## src/rtl/rxlcPkg.sv

```systemverilog
package rxlcPkg;
  localparam int CFG_W    = 8;
  localparam int BIT_STBY = 0;
  localparam int BIT_TXOE = 1;
  localparam int BIT_FILT = 2;
  localparam int USED_W   = 3;

  typedef struct packed {
    logic shiftEn;    // advance the sample stages
    logic matchEn;    // allow the held output to update
    logic filterSel;  // 1 = filtered path, 0 = synchronised raw
  } dpCtrlT;
endpackage

```

## src/rtl/rxlcControl.sv

```systemverilog
module rxlcControl
  import rxlcPkg::*;
(
  input  logic             clk,
  input  logic             rstN,
  input  logic             sampleTick,
  input  logic             syncMode,
  input  logic             cfgWe,
  input  logic [CFG_W-1:0] cfgWdata,
  output logic [CFG_W-1:0] cfgRdata,
  output logic             txPinIsOutput,
  output logic             standby,
  output dpCtrlT           dpCtrl
);
  localparam int RSV_W = CFG_W - USED_W;

  logic [USED_W-1:0] cfgBits;

  always_ff @(posedge clk or negedge rstN) begin
    if (!rstN)      cfgBits <= '0;
    else if (cfgWe) cfgBits <= cfgWdata[USED_W-1:0];
  end

  assign cfgRdata      = {{RSV_W{1'b1}}, cfgBits};
  assign txPinIsOutput = cfgBits[BIT_TXOE];
  assign standby       = cfgBits[BIT_STBY];

  always_comb begin
    dpCtrl.shiftEn   = sampleTick & ~cfgBits[BIT_STBY];
    dpCtrl.matchEn   = ~cfgBits[BIT_STBY];
    dpCtrl.filterSel = cfgBits[BIT_FILT] & ~syncMode;
  end
endmodule

```

## src/rtl/rxlcDatapath.sv

```systemverilog
module rxlcDatapath
  import rxlcPkg::*;
#(
  parameter int   NUM_TAPS    = 3,
  parameter int   SYNC_STAGES = 2,
  parameter logic IDLE_LEVEL  = 1'b1
) (
  input  logic                clk,
  input  logic                rstN,
  input  logic                rxdRaw,
  input  dpCtrlT              dpCtrl,
  output logic [NUM_TAPS-1:0] taps,
  output logic                rxdClean
);
  logic [SYNC_STAGES-1:0] syncReg;
  logic                   syncOut;
  logic                   heldLevel;
  logic                   allHigh;
  logic                   allLow;

  // Synchroniser stages, stage 0 takes the raw line.
  genvar gi;
  generate
    for (gi = 0; gi < SYNC_STAGES; gi++) begin : gSync
      if (gi == 0) begin : gFirst
        always_ff @(posedge clk or negedge rstN) begin
          if (!rstN) syncReg[gi] <= IDLE_LEVEL;
          else       syncReg[gi] <= rxdRaw;
        end
      end else begin : gNext
        always_ff @(posedge clk or negedge rstN) begin
          if (!rstN) syncReg[gi] <= IDLE_LEVEL;
          else       syncReg[gi] <= syncReg[gi-1];
        end
      end
    end
  endgenerate

  assign syncOut = syncReg[SYNC_STAGES-1];

  // Sample chain, taps[0] is the newest sample.
  always_ff @(posedge clk or negedge rstN) begin
    if (!rstN)               taps <= {NUM_TAPS{IDLE_LEVEL}};
    else if (dpCtrl.shiftEn) taps <= {taps[NUM_TAPS-2:0], syncOut};
  end

  assign allHigh = &taps;
  assign allLow  = ~|taps;

  always_ff @(posedge clk or negedge rstN) begin
    if (!rstN)                                   heldLevel <= IDLE_LEVEL;
    else if (dpCtrl.matchEn && (allHigh || allLow)) heldLevel <= allHigh;
  end

  assign rxdClean = dpCtrl.filterSel ? heldLevel : syncOut;
endmodule

```

## src/rtl/rxLineCleaner.sv

```systemverilog
module rxLineCleaner
  import rxlcPkg::*;
#(
  parameter int NUM_TAPS    = 3,
  parameter int SYNC_STAGES = 2
) (
  input  logic             clk,
  input  logic             rstN,
  input  logic             sampleTick,
  input  logic             syncMode,
  input  logic             cfgWe,
  input  logic [CFG_W-1:0] cfgWdata,
  output logic [CFG_W-1:0] cfgRdata,
  input  logic             rxdRaw,
  output logic             rxdClean,
  output logic             txPinIsOutput,
  output logic             standby
);
  dpCtrlT              dpCtrl;
  logic [NUM_TAPS-1:0] taps;

  rxlcControl uCtrl (
    .clk(clk), .rstN(rstN), .sampleTick(sampleTick), .syncMode(syncMode),
    .cfgWe(cfgWe), .cfgWdata(cfgWdata), .cfgRdata(cfgRdata),
    .txPinIsOutput(txPinIsOutput), .standby(standby), .dpCtrl(dpCtrl)
  );

  rxlcDatapath #(.NUM_TAPS(NUM_TAPS), .SYNC_STAGES(SYNC_STAGES), .IDLE_LEVEL(1'b1)) uDp (
    .clk(clk), .rstN(rstN), .rxdRaw(rxdRaw), .dpCtrl(dpCtrl),
    .taps(taps), .rxdClean(rxdClean)
  );
endmodule

```

## config.mk

```make
export PLATFORM = sky130hd
export DESIGN_NAME = rxLineCleaner
export DESIGN_NICKNAME = d
export VERILOG_FILES = /design/src/rtl/rxlcPkg.sv /design/src/rtl/rxlcControl.sv /design/src/rtl/rxlcDatapath.sv /design/src/rtl/rxLineCleaner.sv
export SDC_FILE = /design/constraint.sdc
export NUM_CORES = 1
export LEC_CHECK = 0
export BUFFER_PORTS_ARGS = -buffer_cell sky130_fd_sc_hd__buf_2
export CORE_AREA = 3 3 40 42
export CTS_CLUSTER_SIZE = 10
export DETAILED_ROUTE_END_ITERATION = 6
export DIE_AREA = 0 0 43 45
export PLACE_DENSITY = 0.58
export SLEW_MARGIN = 20
export SYNTH_ARGS = -nofsm -noshare
export SYNTH_HDL_FRONTEND = slang
export SYNTH_SLANG_ARGS = --single-unit
```

## constraint.sdc

```tcl
create_clock -name clk -period 1.6 [get_ports clk]
set_input_delay 0.08 -clock clk [delete_from_list [all_inputs] [get_ports clk]]
set_output_delay 0.08 -clock clk [all_outputs]
set_load 0.05 [all_outputs]
```

Word-level counts from Yosys, hierarchy flattened
Index checks and enable logic that the tools add are counted.
Storage, ports and cells
  flip-flop bits (word level): 9
  bits of input ports: 14
  output and inout port bits: 11
  logic and storage cells: 15
Cells by class
  mux-type cells: 1
  bitwise operators: 4
  reductions and logical operators: 5
Operators with widths (count)
  $reduce_and 3->1: 1
  $reduce_or 3->1: 1
  $and 1x1->1: 2
  $not 1->1: 2
  $logic_and 1x1->1: 1
  $logic_not 1->1: 1
  $logic_or 1x1->1: 1
  $mux 1: 1

Longest topological paths before layout
Gate-level depths: netlist (run 1).
  word-level depth: 4
  mapped depth: 2
  depth with buffers taken out: 2

Hierarchy
A second synthesis (run 1) with hierarchy kept.
Second synthesis, totals
  cell total of the unflattened synthesis: 31
  area total of the unflattened synthesis: 414.1 um2
By module, submodules not included
  rxlcDatapath: instances 1, cells an instance 14, area an instance 232.7 um2, sequential area each 157.7 um2
  rxlcControl: instances 1, cells an instance 17, area an instance 181.4 um2, sequential area each 75.1 um2

Least setup slack after synthesis (run 1)
No wires, ideal clock.
  kind: reg2out
  start point: register uCtrl.cfgBits[2]
  end point: output port rxdClean
  arrival time: 1.247 ns
  required time: 1.520 ns
  setup slack: 0.273 ns
  cell stages (with the launch flop): 3
  buffers on the path: 0
  cell sequence: dfrtp_1 nand2b_1 mux2_1
Between the ends
  longest elaborated chain between the ends: 2
RTL lines
  start: declaration: line rxlcControl.sv:17  | logic [USED_W-1:0] cfgBits;
  start signal: assignment: line rxlcControl.sv:21  | else if (cfgWe) cfgBits <= cfgWdata[USED_W-1:0];
  $and 1x1->1: line rxlcControl.sv:31  | dpCtrl.filterSel = cfgBits[BIT_FILT] & ~syncMode;
  $mux 1: line rxlcDatapath.sv:55  | assign rxdClean = dpCtrl.filterSel ? heldLevel : syncOut;
  end: declaration: line rxLineCleaner.sv:15  | output logic rxdClean,
No other way between the ends.

Worst setup path in the final report (run 1)
Ends and elaborated chain as after synthesis.

==> impl_metrics.xml, run 1 <==
<?xml version="1.0" encoding="UTF-8"?>
<metrics>
  <group name="synthesis">
    <metric name="post_synth.cell_area_avg" unit="sq um">13.9</metric>
    <metric name="synthDominantAreaCellType" unit="">sky130_fd_sc_hd__dfstp_2</metric>
    <metric name="yosys-top-cells-area" unit="">sky130_fd_sc_hd__dfstp_2, sky130_fd_sc_hd__mux2_1, sky130_fd_sc_hd__dfrtp_1, sky130_fd_sc_hd__buf_4, sky130_fd_sc_hd__nand4b_1</metric>
    <metric name="synthDominantCellAreaShare" unit="%">39.0</metric>
    <metric name="seq_cells_post_synth" unit="">9</metric>
    <metric name="yosysWarnings" unit="">0</metric>
    <metric name="sequential_share_of_the_synthesized_area" unit="%">57.6</metric>
    <metric name="post_synthesis_cell_area" unit="sq um">404</metric>
    <metric name="syn-instance-count" unit="">29</metric>
    <metric name="distinct_cells_synth" unit="">10</metric>
  </group>
  <group name="setup_path">
    <metric name="path_class" unit="">flip-flop to output port</metric>
    <metric name="worstPathCellList" unit="">nand2b_1 &gt; mux2_1 &gt; buf_2</metric>
    <metric name="critical_path.endpoint_type" unit="">output port</metric>
    <metric name="startpoint_types" unit="">flip-flop</metric>
    <metric name="required_time_reported_for_the_critical_path_endpoint" unit="ns">1.52</metric>
    <metric name="slowest_delay" unit="ns">0.39</metric>
    <metric name="cell_type_of_the_slowest_stage_on_the_worst_timing_path" unit="">sky130_fd_sc_hd__dfrtp_1</metric>
    <metric name="crit_arrival" unit="ns">1.24</metric>
    <metric name="worst-path-max-fanout" unit="">3</metric>
  </group>
  <group name="final_layout">
    <metric name="fillers" unit="">119</metric>
    <metric name="n_antenna_cell" unit="">0</metric>
    <metric name="nNetsFinal" unit="">61</metric>
    <metric name="synth_to_layout_area_growth" unit="%">24.1</metric>
    <metric name="fin_util" unit="%">39.0</metric>
    <metric name="layout.cells.most_common_list" unit="">sky130_fd_sc_hd__buf_2, sky130_fd_sc_hd__mux2_1, sky130_fd_sc_hd__dfstp_2, sky130_fd_sc_hd__conb_1</metric>
    <metric name="share_of_cells_above_drive_strength_1" unit="%">52.2</metric>
    <metric name="seq_area" unit="sq um">233</metric>
    <metric name="mostFrequentLayoutCell" unit="">sky130_fd_sc_hd__buf_2</metric>
    <metric name="combined_area_of_the_multi_input_logic_cells" unit="sq um">134</metric>
  </group>
  <group name="clock_network">
    <metric name="post_cts_hold_buffer_count" unit="">2</metric>
    <metric name="clock_input_transition_at_the_sequential_cells_of_the_worst_setup_and_hold_paths" unit="ns">0.06</metric>
    <metric name="clock_tree.root_cell" unit="">sky130_fd_sc_hd__clkbuf_4</metric>
    <metric name="clock_tree.buffer_depth" unit="">2</metric>
    <metric name="clk-insertion-delay-late" unit="ns">0.25</metric>
    <metric name="numClockSinks" unit="">9</metric>
    <metric name="tritoncts.num_buffers" unit="">3</metric>
    <metric name="cts.repair_timing.setup_buffer_count" unit="">0</metric>
    <metric name="ctsHtreeMaxLevel" unit="">1</metric>
    <metric name="ctsResizeCount" unit="">0</metric>
    <metric name="cts_tree" unit="">done</metric>
  </group>
  <group name="grt">
    <metric name="grt_pass1_vias" unit="">256</metric>
    <metric name="globalRouteOverflowTotal" unit="">0</metric>
    <metric name="grt.total_usage" unit="%">8.09</metric>
    <metric name="antenna_found_initial" unit="">0</metric>
    <metric name="grt_max_degree" unit="">10</metric>
    <metric name="global_route_wire_length_before_repair" unit="microns">1090</metric>
  </group>
  <group name="sta">
    <metric name="maxSlewViolCount" unit="">0</metric>
    <metric name="timing.final.crit_share" unit="%">82.3</metric>
    <metric name="final.min_clock_period" unit="ns">1.32</metric>
    <metric name="timing.fmax" unit="MHz">760</metric>
    <metric name="fin_setup_tns" unit="ns">0</metric>
    <metric name="hold_violations" unit="">0</metric>
    <metric name="unrepaired_setup_endpoints_after_global_routing" unit="">false</metric>
    <metric name="final-setup-viol-count" unit="">0</metric>
    <metric name="skew" unit="ns">0.00579</metric>
  </group>
  <group name="route">
    <metric name="avgViaCountPerCell" unit="">4.03</metric>
    <metric name="route.final.wire_length" unit="microns">604</metric>
    <metric name="route.detailed.wl_per_inst" unit="microns">9.90</metric>
    <metric name="drt.antenna.violating_nets" unit="">0</metric>
    <metric name="drtIter0Drc" unit="">0</metric>
    <metric name="post-route-drc-count" unit="">0</metric>
    <metric name="drt_pass1_iterations" unit="">1</metric>
    <metric name="vias" unit="">246</metric>
  </group>
  <group name="floorplanning">
    <metric name="pin_count" unit="">25</metric>
    <metric name="fp.dieArea" unit="sq um">1940</metric>
    <metric name="chip_width" unit="microns">43</metric>
    <metric name="starting_density" unit="%">31.5</metric>
    <metric name="core_area" unit="sq um">1280</metric>
    <metric name="core.rowCount" unit="">13</metric>
    <metric name="die_extent_in_y" unit="microns">45</metric>
  </group>
  <group name="placed_design">
    <metric name="place.detailed.hpwl" unit="microns">468</metric>
    <metric name="place.gp.congestion" unit="">0.580</metric>
    <metric name="io_buffer_count" unit="">14</metric>
  </group>
  <group name="power_and_ir_drop">
    <metric name="ir_worst_vdd" unit="mV">0.608</metric>
    <metric name="power_leakage" unit="nW">0.234</metric>
    <metric name="power_density_over_cell_area" unit="nW/um^2">1350</metric>
  </group>
  <group name="worst_hold_path">
    <metric name="worst_hold_check_path_type" unit="">primary input to flip-flop</metric>
  </group>
  <group name="job">
    <metric name="maxCapViolCount" unit="">0</metric>
  </group>
  <group name="status">
    <metric name="status" unit="">complete, no violations</metric>
  </group>
</metrics>
-- area by class of cell --
class	instances	share of cell area, %
well taps	15	3.74
flip-flops and latches	9	46.4
repair buffers	16	18.0
multi-input cells	17	26.7
clock buffers	4	5.24
-- stage by stage --
step                hold WS [ns]  setup WS (ns)  power (W)  std cells  cell area [sq um]
global route              0.0349          0.216   0.000731         61                502
CTS                       0.0345          0.266   0.000692         61                502
global placement         -0.0662          0.545   0.000516         55                455
detailed placement       -0.0650          0.529   0.000519         55                455
floorplan                 -0.216          0.273   0.000489         33                419
finish                    0.0459          0.284   0.000678         61                502
-- synth_stat cells, drive strengths merged --
| cell | count |
|---|---|
| buf | 7 |
| mux2 | 7 |
| dfstp | 6 |
| dfrtp | 3 |
| conb | 1 |
| nand2 | 1 |
| nand2b | 1 |
| nand4b | 1 |
| nor2b | 1 |
| o41ai | 1 |
-- per-layer routing --
| layer | vias up | track usage, % | routed length (microns) |
|---|---|---|---|
| li1 | 121 | - | - |
| met1 | 110 | 8.25 | 248 |
| met2 | 15 | 12.6 | 296 |
| met3 | 0 | 3.59 | 60 |
| met4 | 0 | 7.23 | 0 |
| met5 | - | 0 | 0 |
-- critical path: cells and delay by family (launching register included) --
| kind | cells | cell delay (ns) |
|---|---|---|
| buf+inv | 1 | 0.21 |
| flops | 1 | 0.39 |
| mux | 1 | 0.31 |
| simple gates | 1 | 0.08 |
-- power by group --
group          internal, W  switching [W]  total (W)
combinational    0.0000555       0.000122   0.000177
clock            0.0000953      0.0000669   0.000162
sequential        0.000305      0.0000334   0.000338
total             0.000455       0.000222   0.000678
-- registers in the layout, summed over array words and instances, names as in the netlist --
| name | count |
|---|---|
| uDp.syncOut | 1 |
| uCtrl.cfgBits | 3 |
| uDp.taps | 3 |
| uDp.syncReg | 1 |
| uDp.heldLevel | 1 |
-- final timing paths --
check,start,to,slack (ns),cells after the start
max,uCtrl.cfgBits[2]$_DFFE_PN0P_,rxdClean,0.28,3
max reg2reg,uCtrl.cfgBits[0]$_DFFE_PN0P_,uDp.taps[1]$_DFFE_PN1P_,0.56,2
min in group asynchronous,rstN,uCtrl.cfgBits[1]$_DFFE_PN0P_,0.20,2
min reg2reg,uDp.syncReg[0]$_DFF_PN1_,uDp.syncOut$_DFF_PN1_,0.35,0
max in group asynchronous,rstN,uDp.syncOut$_DFF_PN1_,1.16,2
min,cfgWdata[1],uCtrl.cfgBits[1]$_DFFE_PN0P_,0.05,2
-- cell families (layout without fill, tap and decap cells) --
group                  Yosys count  count (layout)  share of synthesized area (%)
other                            1               5                          0.928
AOI/OAI and AO/OA                1               1                           2.17
buffers and inverters            7              20                           13.0
DFF                              9               9                           57.6
muxes                            7               7                           19.5
and+or+nand+nor                  4               4                           6.81
Note: power is estimated with default switching activity, not from simulation.
==> inputs of run 2 (changes only) <==
==> constraint.sdc (replaced) <==
create_clock -name clk -period 1.3 [get_ports clk]
set_input_delay 0.065 -clock clk [delete_from_list [all_inputs] [get_ports clk]]
set_output_delay 0.065 -clock clk [all_outputs]
set_load 0.05 [all_outputs]
==> impl_metrics.xml, run 2 (synthesis results as in run 1) <==
<?xml version="1.0" encoding="UTF-8"?>
<metrics>
  <group name="status">
    <metric name="status" unit="">complete, no violations</metric>
  </group>
  <group name="route">
    <metric name="drtIter0Drc" unit="">2</metric>
    <metric name="avgViaCountPerCell" unit="">4.05</metric>
    <metric name="met2_wirelength" unit="microns">272</metric>
    <metric name="vias" unit="">247</metric>
    <metric name="drt.antenna.violating_nets" unit="">0</metric>
    <metric name="dr.max_layer_used" unit="">met3</metric>
    <metric name="drt_pass1_iterations" unit="">2</metric>
    <metric name="m1WireLength" unit="microns">255</metric>
    <metric name="met3_wirelength" unit="microns">55</metric>
    <metric name="route.final.wire_length" unit="microns">582</metric>
    <metric name="route.detailed.wl_per_inst" unit="microns">9.54</metric>
    <metric name="post-route-drc-count" unit="">0</metric>
  </group>
  <group name="grt">
    <metric name="globalRouteOverflowTotal" unit="">0</metric>
    <metric name="grt.total_usage" unit="%">7.84</metric>
    <metric name="antenna_found_initial" unit="">0</metric>
    <metric name="grt_pass1_vias" unit="">267</metric>
    <metric name="global_route_wire_length_before_repair" unit="microns">1110</metric>
    <metric name="grt_max_degree" unit="">10</metric>
  </group>
  <group name="final_layout">
    <metric name="layout_top_registers" unit="">uCtrl.cfgBits: 3 flops, uDp.taps: 3 flops</metric>
    <metric name="mostFrequentLayoutCell" unit="">sky130_fd_sc_hd__buf_2</metric>
    <metric name="layout.cell_area.non_filler" unit="sq um">513</metric>
    <metric name="n_antenna_cell" unit="">0</metric>
    <metric name="share_of_cells_above_drive_strength_1" unit="%">56.5</metric>
    <metric name="synth_to_layout_area_growth" unit="%">26.9</metric>
    <metric name="fillers" unit="">129</metric>
    <metric name="nNetsFinal" unit="">61</metric>
    <metric name="final_cells" unit="">61</metric>
    <metric name="layout.cells.most_common_list" unit="">sky130_fd_sc_hd__buf_2, sky130_fd_sc_hd__mux2_1, sky130_fd_sc_hd__dfstp_2, sky130_fd_sc_hd__conb_1, sky130_fd_sc_hd__clkbuf_4</metric>
  </group>
  <group name="power_and_ir_drop">
    <metric name="fin_total_pwr" unit="W">0.000852</metric>
    <metric name="combinational_share_of_power" unit="%">27.4</metric>
    <metric name="ir_worst_vdd" unit="mV">0.719</metric>
    <metric name="power_frac_clock" unit="%">23.6</metric>
    <metric name="intPower" unit="W">0.000574</metric>
    <metric name="power.switching" unit="W">0.000278</metric>
    <metric name="power_density_over_cell_area" unit="nW/um^2">1660</metric>
    <metric name="netSwitchingFraction" unit="%">32.6</metric>
    <metric name="seq_power_share" unit="%">49.0</metric>
    <metric name="power_leakage" unit="nW">0.240</metric>
  </group>
  <group name="worst_hold_path">
    <metric name="worst_hold_check_path_type" unit="">primary input to flip-flop</metric>
  </group>
  <group name="setup_path">
    <metric name="cell_type_of_the_slowest_stage_on_the_worst_timing_path" unit="">sky130_fd_sc_hd__dfrtp_2</metric>
    <metric name="critical_path.endpoint_type" unit="">output port</metric>
    <metric name="slowest_delay" unit="ns">0.41</metric>
    <metric name="critPathBufInv" unit="">1</metric>
    <metric name="required_time_reported_for_the_critical_path_endpoint" unit="ns">1.24</metric>
    <metric name="startpoint_types" unit="">flip-flop</metric>
    <metric name="crit_arrival" unit="ns">1.21</metric>
    <metric name="critPathTopFamily" unit="">flip-flops</metric>
    <metric name="worst-path-max-fanout" unit="">3</metric>
    <metric name="worstPathCellList" unit="">nand2b_1 &gt; mux2_4 &gt; buf_6</metric>
    <metric name="path_class" unit="">flip-flop to output port</metric>
  </group>
  <group name="placed_design">
    <metric name="place.detailed.hpwl" unit="microns">468</metric>
    <metric name="placedCellCount" unit="">55</metric>
    <metric name="place.gp.congestion" unit="">0.588</metric>
    <metric name="post_dp_cell_area" unit="sq um">457</metric>
    <metric name="io_buffer_count" unit="">14</metric>
  </group>
  <group name="sta">
    <metric name="timing.fmax" unit="MHz">785</metric>
    <metric name="final-setup-viol-count" unit="">0</metric>
    <metric name="skew" unit="ns">0.00402</metric>
    <metric name="timing.final.crit_share" unit="%">98.0</metric>
    <metric name="unrepaired_setup_endpoints_after_global_routing" unit="">true</metric>
    <metric name="hold_violations" unit="">0</metric>
    <metric name="final.min_clock_period" unit="ns">1.27</metric>
    <metric name="maxSlewViolCount" unit="">0</metric>
  </group>
  <group name="floorplanning">
    <metric name="die_extent_in_y" unit="microns">45</metric>
    <metric name="core_area" unit="sq um">1280</metric>
    <metric name="chip_width" unit="microns">43</metric>
    <metric name="core.rowCount" unit="">13</metric>
    <metric name="pin_count" unit="">25</metric>
    <metric name="starting_density" unit="%">31.5</metric>
    <metric name="fp.dieArea" unit="sq um">1940</metric>
  </group>
  <group name="clock_network">
    <metric name="clk-insertion-delay-late" unit="ns">0.25</metric>
    <metric name="tritoncts.num_buffers" unit="">3</metric>
    <metric name="clock_input_transition_at_the_sequential_cells_of_the_worst_setup_and_hold_paths" unit="ns">0.06</metric>
    <metric name="cts_tree" unit="">done</metric>
    <metric name="clock_tree.root_cell" unit="">sky130_fd_sc_hd__clkbuf_4</metric>
    <metric name="ctsHtreeMaxLevel" unit="">1</metric>
    <metric name="clock_tree.buffer_depth" unit="">2</metric>
    <metric name="numClockSinks" unit="">9</metric>
  </group>
  <group name="job">
    <metric name="maxCapViolCount" unit="">0</metric>
  </group>
</metrics>
-- run 2: cell types whose count changed in the layout (fill, tap and decap cells not counted) --
cell                      change
sky130_fd_sc_hd__dfrtp_1      -1
sky130_fd_sc_hd__buf_2        -1
sky130_fd_sc_hd__mux2_4       +1
sky130_fd_sc_hd__mux2_1       -1
sky130_fd_sc_hd__buf_6        +1
sky130_fd_sc_hd__dfrtp_2      +1
-- run 2: path summary, 6_finish.rpt --
| check | start | slack [ns] | cells past startpoint | end |
|---|---|---|---|---|
| max reg2reg | uCtrl.cfgBits[0]$_DFFE_PN0P_ | 0.25 | 2 | uDp.taps[1]$_DFFE_PN1P_ |
| min reg2reg | uDp.syncReg[0]$_DFF_PN1_ | 0.36 | 0 | uDp.syncOut$_DFF_PN1_ |
| max | uCtrl.cfgBits[2]$_DFFE_PN0P_ | 0.03 | 3 | rxdClean |
| min in group asynchronous | rstN | 0.18 | 2 | uCtrl.cfgBits[2]$_DFFE_PN0P_ |
| min | cfgWdata[2] | 0.03 | 2 | uCtrl.cfgBits[2]$_DFFE_PN0P_ |
| max in group asynchronous | rstN | 0.87 | 2 | uDp.taps[1]$_DFFE_PN1P_ |
-- run 2: through the flow --
step                hold WS (ns)  utilization (%)  setup TNS, ns  setup WS (ns)
floorplan                 -0.231                -              0         0.0777
global placement         -0.0816             35.5              0          0.245
detailed placement       -0.0780             35.5              0          0.231
CTS                       0.0229             39.9              0        0.00973
global route              0.0215             39.9        -0.0400        -0.0400
finish                    0.0281             39.9              0         0.0256
-- run 2: per-layer routing --
metal / GRT usage (%) / vias to the layer above
met5: 0 / -
met4: 5.42 / 0
met3: 2.39 / 0
met2: 12.6 / 14
met1: 9.00 / 114
li1: - / 119
-- run 2: repair_timing --
item,4_1_cts,5_1_grt
endpoints found under the setup margin,1,1
hold endpoints to repair,10,0
hold buffers,2,0
gates cloned,0,0
gates resized for setup,3,0
setup buffers,0,0
-- run 2: worst reg2reg max path: cells and delay by family, from the launching register on --
kind	cells	cell delay, ns
DFF	1	0.44
muxes	1	0.34
and+or+nand+nor	1	0.20
-- run 2: layout make-up --
| type | count | area, sq um | area share (%) |
|---|---|---|---|
| multi-input cells | 17 | 138 | 26.8 |
| clock buffers | 4 | 26.3 | 5.12 |
| flip-flops and latches | 9 | 234 | 45.6 |
| repair buffers | 16 | 96.3 | 18.8 |
| well taps | 15 | 18.8 | 3.66 |
-- run 2: power by group through the flow --
stage               clock network (W)  logic, W  registers, W
floorplan                           0  0.000158      0.000445
detailed placement                  0  0.000218      0.000421
global route                 0.000235  0.000249      0.000430
global placement                    0  0.000215      0.000421
CTS                          0.000211  0.000237      0.000418
finish                       0.000201  0.000233      0.000417
==> inputs of run 3 (changes only) <==
--- a/config.mk
+++ b/config.mk
@@ -6,10 +6,11 @@
 export NUM_CORES = 1
 export LEC_CHECK = 0
 export BUFFER_PORTS_ARGS = -buffer_cell sky130_fd_sc_hd__buf_2
-export CORE_AREA = 3 3 40 42
+export CAP_MARGIN = 20
+export CORE_AREA = 2 2 39 41
 export CTS_CLUSTER_SIZE = 10
 export DETAILED_ROUTE_END_ITERATION = 6
-export DIE_AREA = 0 0 43 45
+export DIE_AREA = 0 0 41 43
 export PLACE_DENSITY = 0.58
 export SLEW_MARGIN = 20
 export SYNTH_ARGS = -nofsm -noshare
==> impl_metrics.xml, run 3 (synthesis results as in run 1) <==
<?xml version="1.0" encoding="UTF-8"?>
<metrics>
  <group name="placed_design">
    <metric name="place.gp.congestion" unit="">0.629</metric>
    <metric name="place.detailed.hpwl" unit="microns">443</metric>
    <metric name="io_buffer_count" unit="">14</metric>
    <metric name="dp_worst_setup_slack" unit="ns">0.245</metric>
  </group>
  <group name="setup_path">
    <metric name="slowest_delay" unit="ns">0.40</metric>
    <metric name="origin_of_the_critical_flop_to_flop_path" unit="">uCtrl.cfgBits[0]$_DFFE_PN0P_</metric>
    <metric name="worst-path-max-fanout" unit="">2</metric>
    <metric name="crit_arrival" unit="ns">1.19</metric>
    <metric name="startpoint_types" unit="">flip-flop</metric>
    <metric name="timing.reg2reg.setup_slack" unit="ns">0.25</metric>
    <metric name="cell_type_of_the_slowest_stage_on_the_worst_timing_path" unit="">sky130_fd_sc_hd__dfrtp_2</metric>
    <metric name="worstPathCellList" unit="">nand2b_1 &gt; mux2_4 &gt; buf_6</metric>
    <metric name="crit_path_end" unit="">rxdClean</metric>
    <metric name="critical_path.reg2reg.endpoint" unit="">uDp.taps[0]$_DFFE_PN1P_</metric>
    <metric name="crit_path_start" unit="">uCtrl.cfgBits[2]$_DFFE_PN0P_</metric>
    <metric name="path_class" unit="">flip-flop to output port</metric>
    <metric name="critical_path.endpoint_type" unit="">output port</metric>
    <metric name="required_time_reported_for_the_critical_path_endpoint" unit="ns">1.24</metric>
    <metric name="reg2regPathDepth" unit="">2</metric>
  </group>
  <group name="final_layout">
    <metric name="layout.cells.most_common_list" unit="">sky130_fd_sc_hd__buf_2, sky130_fd_sc_hd__mux2_1, sky130_fd_sc_hd__dfstp_2, sky130_fd_sc_hd__conb_1, sky130_fd_sc_hd__clkbuf_4</metric>
    <metric name="nNetsFinal" unit="">62</metric>
    <metric name="layout_top_registers" unit="">uCtrl.cfgBits: 3 flops, uDp.taps: 3 flops</metric>
    <metric name="n_antenna_cell" unit="">0</metric>
    <metric name="synth_to_layout_area_growth" unit="%">29.1</metric>
    <metric name="share_of_cells_above_drive_strength_1" unit="%">57.4</metric>
    <metric name="mostFrequentLayoutCell" unit="">sky130_fd_sc_hd__buf_2</metric>
  </group>
  <group name="clock_network">
    <metric name="numClockSinks" unit="">9</metric>
    <metric name="tritoncts.num_buffers" unit="">3</metric>
    <metric name="clk-insertion-delay-late" unit="ns">0.25</metric>
    <metric name="clock_tree.root_cell" unit="">sky130_fd_sc_hd__clkbuf_4</metric>
    <metric name="ctsHtreeMaxLevel" unit="">1</metric>
    <metric name="clock_input_transition_at_the_sequential_cells_of_the_worst_setup_and_hold_paths" unit="ns">0.06</metric>
    <metric name="cts_tree" unit="">done</metric>
    <metric name="clock_tree.buffer_depth" unit="">2</metric>
  </group>
  <group name="sta">
    <metric name="timing.final.crit_share" unit="%">96.6</metric>
    <metric name="hold_violations" unit="">0</metric>
    <metric name="maxSlewViolCount" unit="">0</metric>
    <metric name="final.min_clock_period" unit="ns">1.26</metric>
    <metric name="skew" unit="ns">0.00565</metric>
    <metric name="unrepaired_setup_endpoints_after_global_routing" unit="">false</metric>
    <metric name="fin_setup_tns" unit="ns">0</metric>
    <metric name="timing.fmax" unit="MHz">796</metric>
    <metric name="final-setup-viol-count" unit="">0</metric>
    <metric name="worst_slack" unit="ns">0.0443</metric>
  </group>
  <group name="grt">
    <metric name="grt.total_usage" unit="%">7.84</metric>
    <metric name="globalRouteOverflowTotal" unit="">0</metric>
    <metric name="global_route_wire_length_before_repair" unit="microns">917</metric>
    <metric name="antenna_found_initial" unit="">0</metric>
    <metric name="grt_max_degree" unit="">10</metric>
    <metric name="grt_pass1_vias" unit="">236</metric>
  </group>
  <group name="floorplanning">
    <metric name="die_extent_in_y" unit="microns">43</metric>
    <metric name="starting_density" unit="%">29.2</metric>
    <metric name="core_area" unit="sq um">1380</metric>
    <metric name="chip_width" unit="microns">41</metric>
    <metric name="fp.dieArea" unit="sq um">1760</metric>
    <metric name="core.rowCount" unit="">14</metric>
    <metric name="pin_count" unit="">25</metric>
  </group>
  <group name="job">
    <metric name="maxCapViolCount" unit="">0</metric>
  </group>
  <group name="route">
    <metric name="drt.antenna.violating_nets" unit="">0</metric>
    <metric name="m1WireLength" unit="microns">248</metric>
    <metric name="post-route-drc-count" unit="">0</metric>
    <metric name="vias" unit="">252</metric>
    <metric name="drt_pass1_iterations" unit="">2</metric>
    <metric name="dr.max_layer_used" unit="">met3</metric>
    <metric name="route.final.wire_length" unit="microns">559</metric>
    <metric name="met3_wirelength" unit="microns">50</metric>
    <metric name="met2_wirelength" unit="microns">260</metric>
    <metric name="route.detailed.wl_per_inst" unit="microns">8.87</metric>
    <metric name="drtIter0Drc" unit="">1</metric>
    <metric name="avgViaCountPerCell" unit="">4.00</metric>
  </group>
  <group name="power_and_ir_drop">
    <metric name="power_density_over_cell_area" unit="nW/um^2">1640</metric>
    <metric name="fin_total_pwr" unit="W">0.000858</metric>
    <metric name="power_leakage" unit="nW">0.245</metric>
    <metric name="ir_worst_vdd" unit="mV">0.691</metric>
  </group>
  <group name="worst_hold_path">
    <metric name="worst_hold_check_path_type" unit="">primary input to flip-flop</metric>
  </group>
  <group name="status">
    <metric name="status" unit="">complete, no violations</metric>
  </group>
</metrics>
==> run 3: cell count changes in the layout (fill, tap and decap cells not counted), sizes merged <==
| cell | previous run | this run |
|---|---|---|
| buf | 14 | 15 |
==> run 3: where the power goes <==
part / switching, W / total (W) / internal (W)
registers: 0.0000405 / 0.000416 / 0.000375
logic: 0.000153 / 0.000237 / 0.0000844
clock network: 0.0000872 / 0.000205 / 0.000118
total: 0.000281 / 0.000858 / 0.000577
==> run 3: per-stage QoR <==
step                area [sq um]  util [%]  cells  hold WS, ns
floorplan                    420         -     33       -0.231
global placement             458      33.1     56      -0.0814
detailed placement           458      33.1     56      -0.0791
CTS                          514      37.2     62       0.0124
global route                 522      37.7     63       0.0342
finish                       522      37.7     63       0.0229
==> run 3: worst min-delay path by stage <==
stage,start,end,slack (ns),depth (start not counted)
final,cfgWdata[1],uCtrl.cfgBits[1]$_DFFE_PN0P_,0.02,2
after global routing,cfgWdata[1],uCtrl.cfgBits[1]$_DFFE_PN0P_,0.03,2
after floorplan,rstN,uCtrl.cfgBits[0]$_DFFE_PN0P_,-0.23,0
after global placement,rstN,uCtrl.cfgBits[1]$_DFFE_PN0P_,-0.08,1
after detailed placement,rstN,uCtrl.cfgBits[0]$_DFFE_PN0P_,-0.08,1
after CTS,cfgWdata[0],uCtrl.cfgBits[0]$_DFFE_PN0P_,0.01,2
==> run 3: layer usage <==
metal | track usage, % | vias to the layer above
li1 | - | 124
met1 | 10.1 | 114
met2 | 10.9 | 14
met3 | 1.57 | 0
met4 | 6.00 | 0
met5 | 0 | -
==> run 3: what timing repair did <==
| item | 4_1_cts | 5_1_grt |
|---|---|---|
| pin swaps | 0 | 0 |
| gates resized for setup | 3 | 0 |
| endpoints found under the setup margin | 1 | 1 |
| hold endpoints to repair | 10 | 0 |
| setup buffers | 0 | 1 |
| hold buffers | 2 | 0 |
==> run 3: cell type report <==
cell class	count	area [sq um]
well taps	16	20.0
multi-input cells	17	138
fillers	130	862
flip-flops and latches	9	234
repair buffers	17	104
clock buffers	4	26.3
==> run 3: critical path, delay by kind of cell (launching register included) <==
family / cells / cell delay, ns
flip-flops: 1 / 0.40
multiplexers: 1 / 0.30
buffers and inverters: 1 / 0.15
AND/OR/NAND/NOR: 1 / 0.09
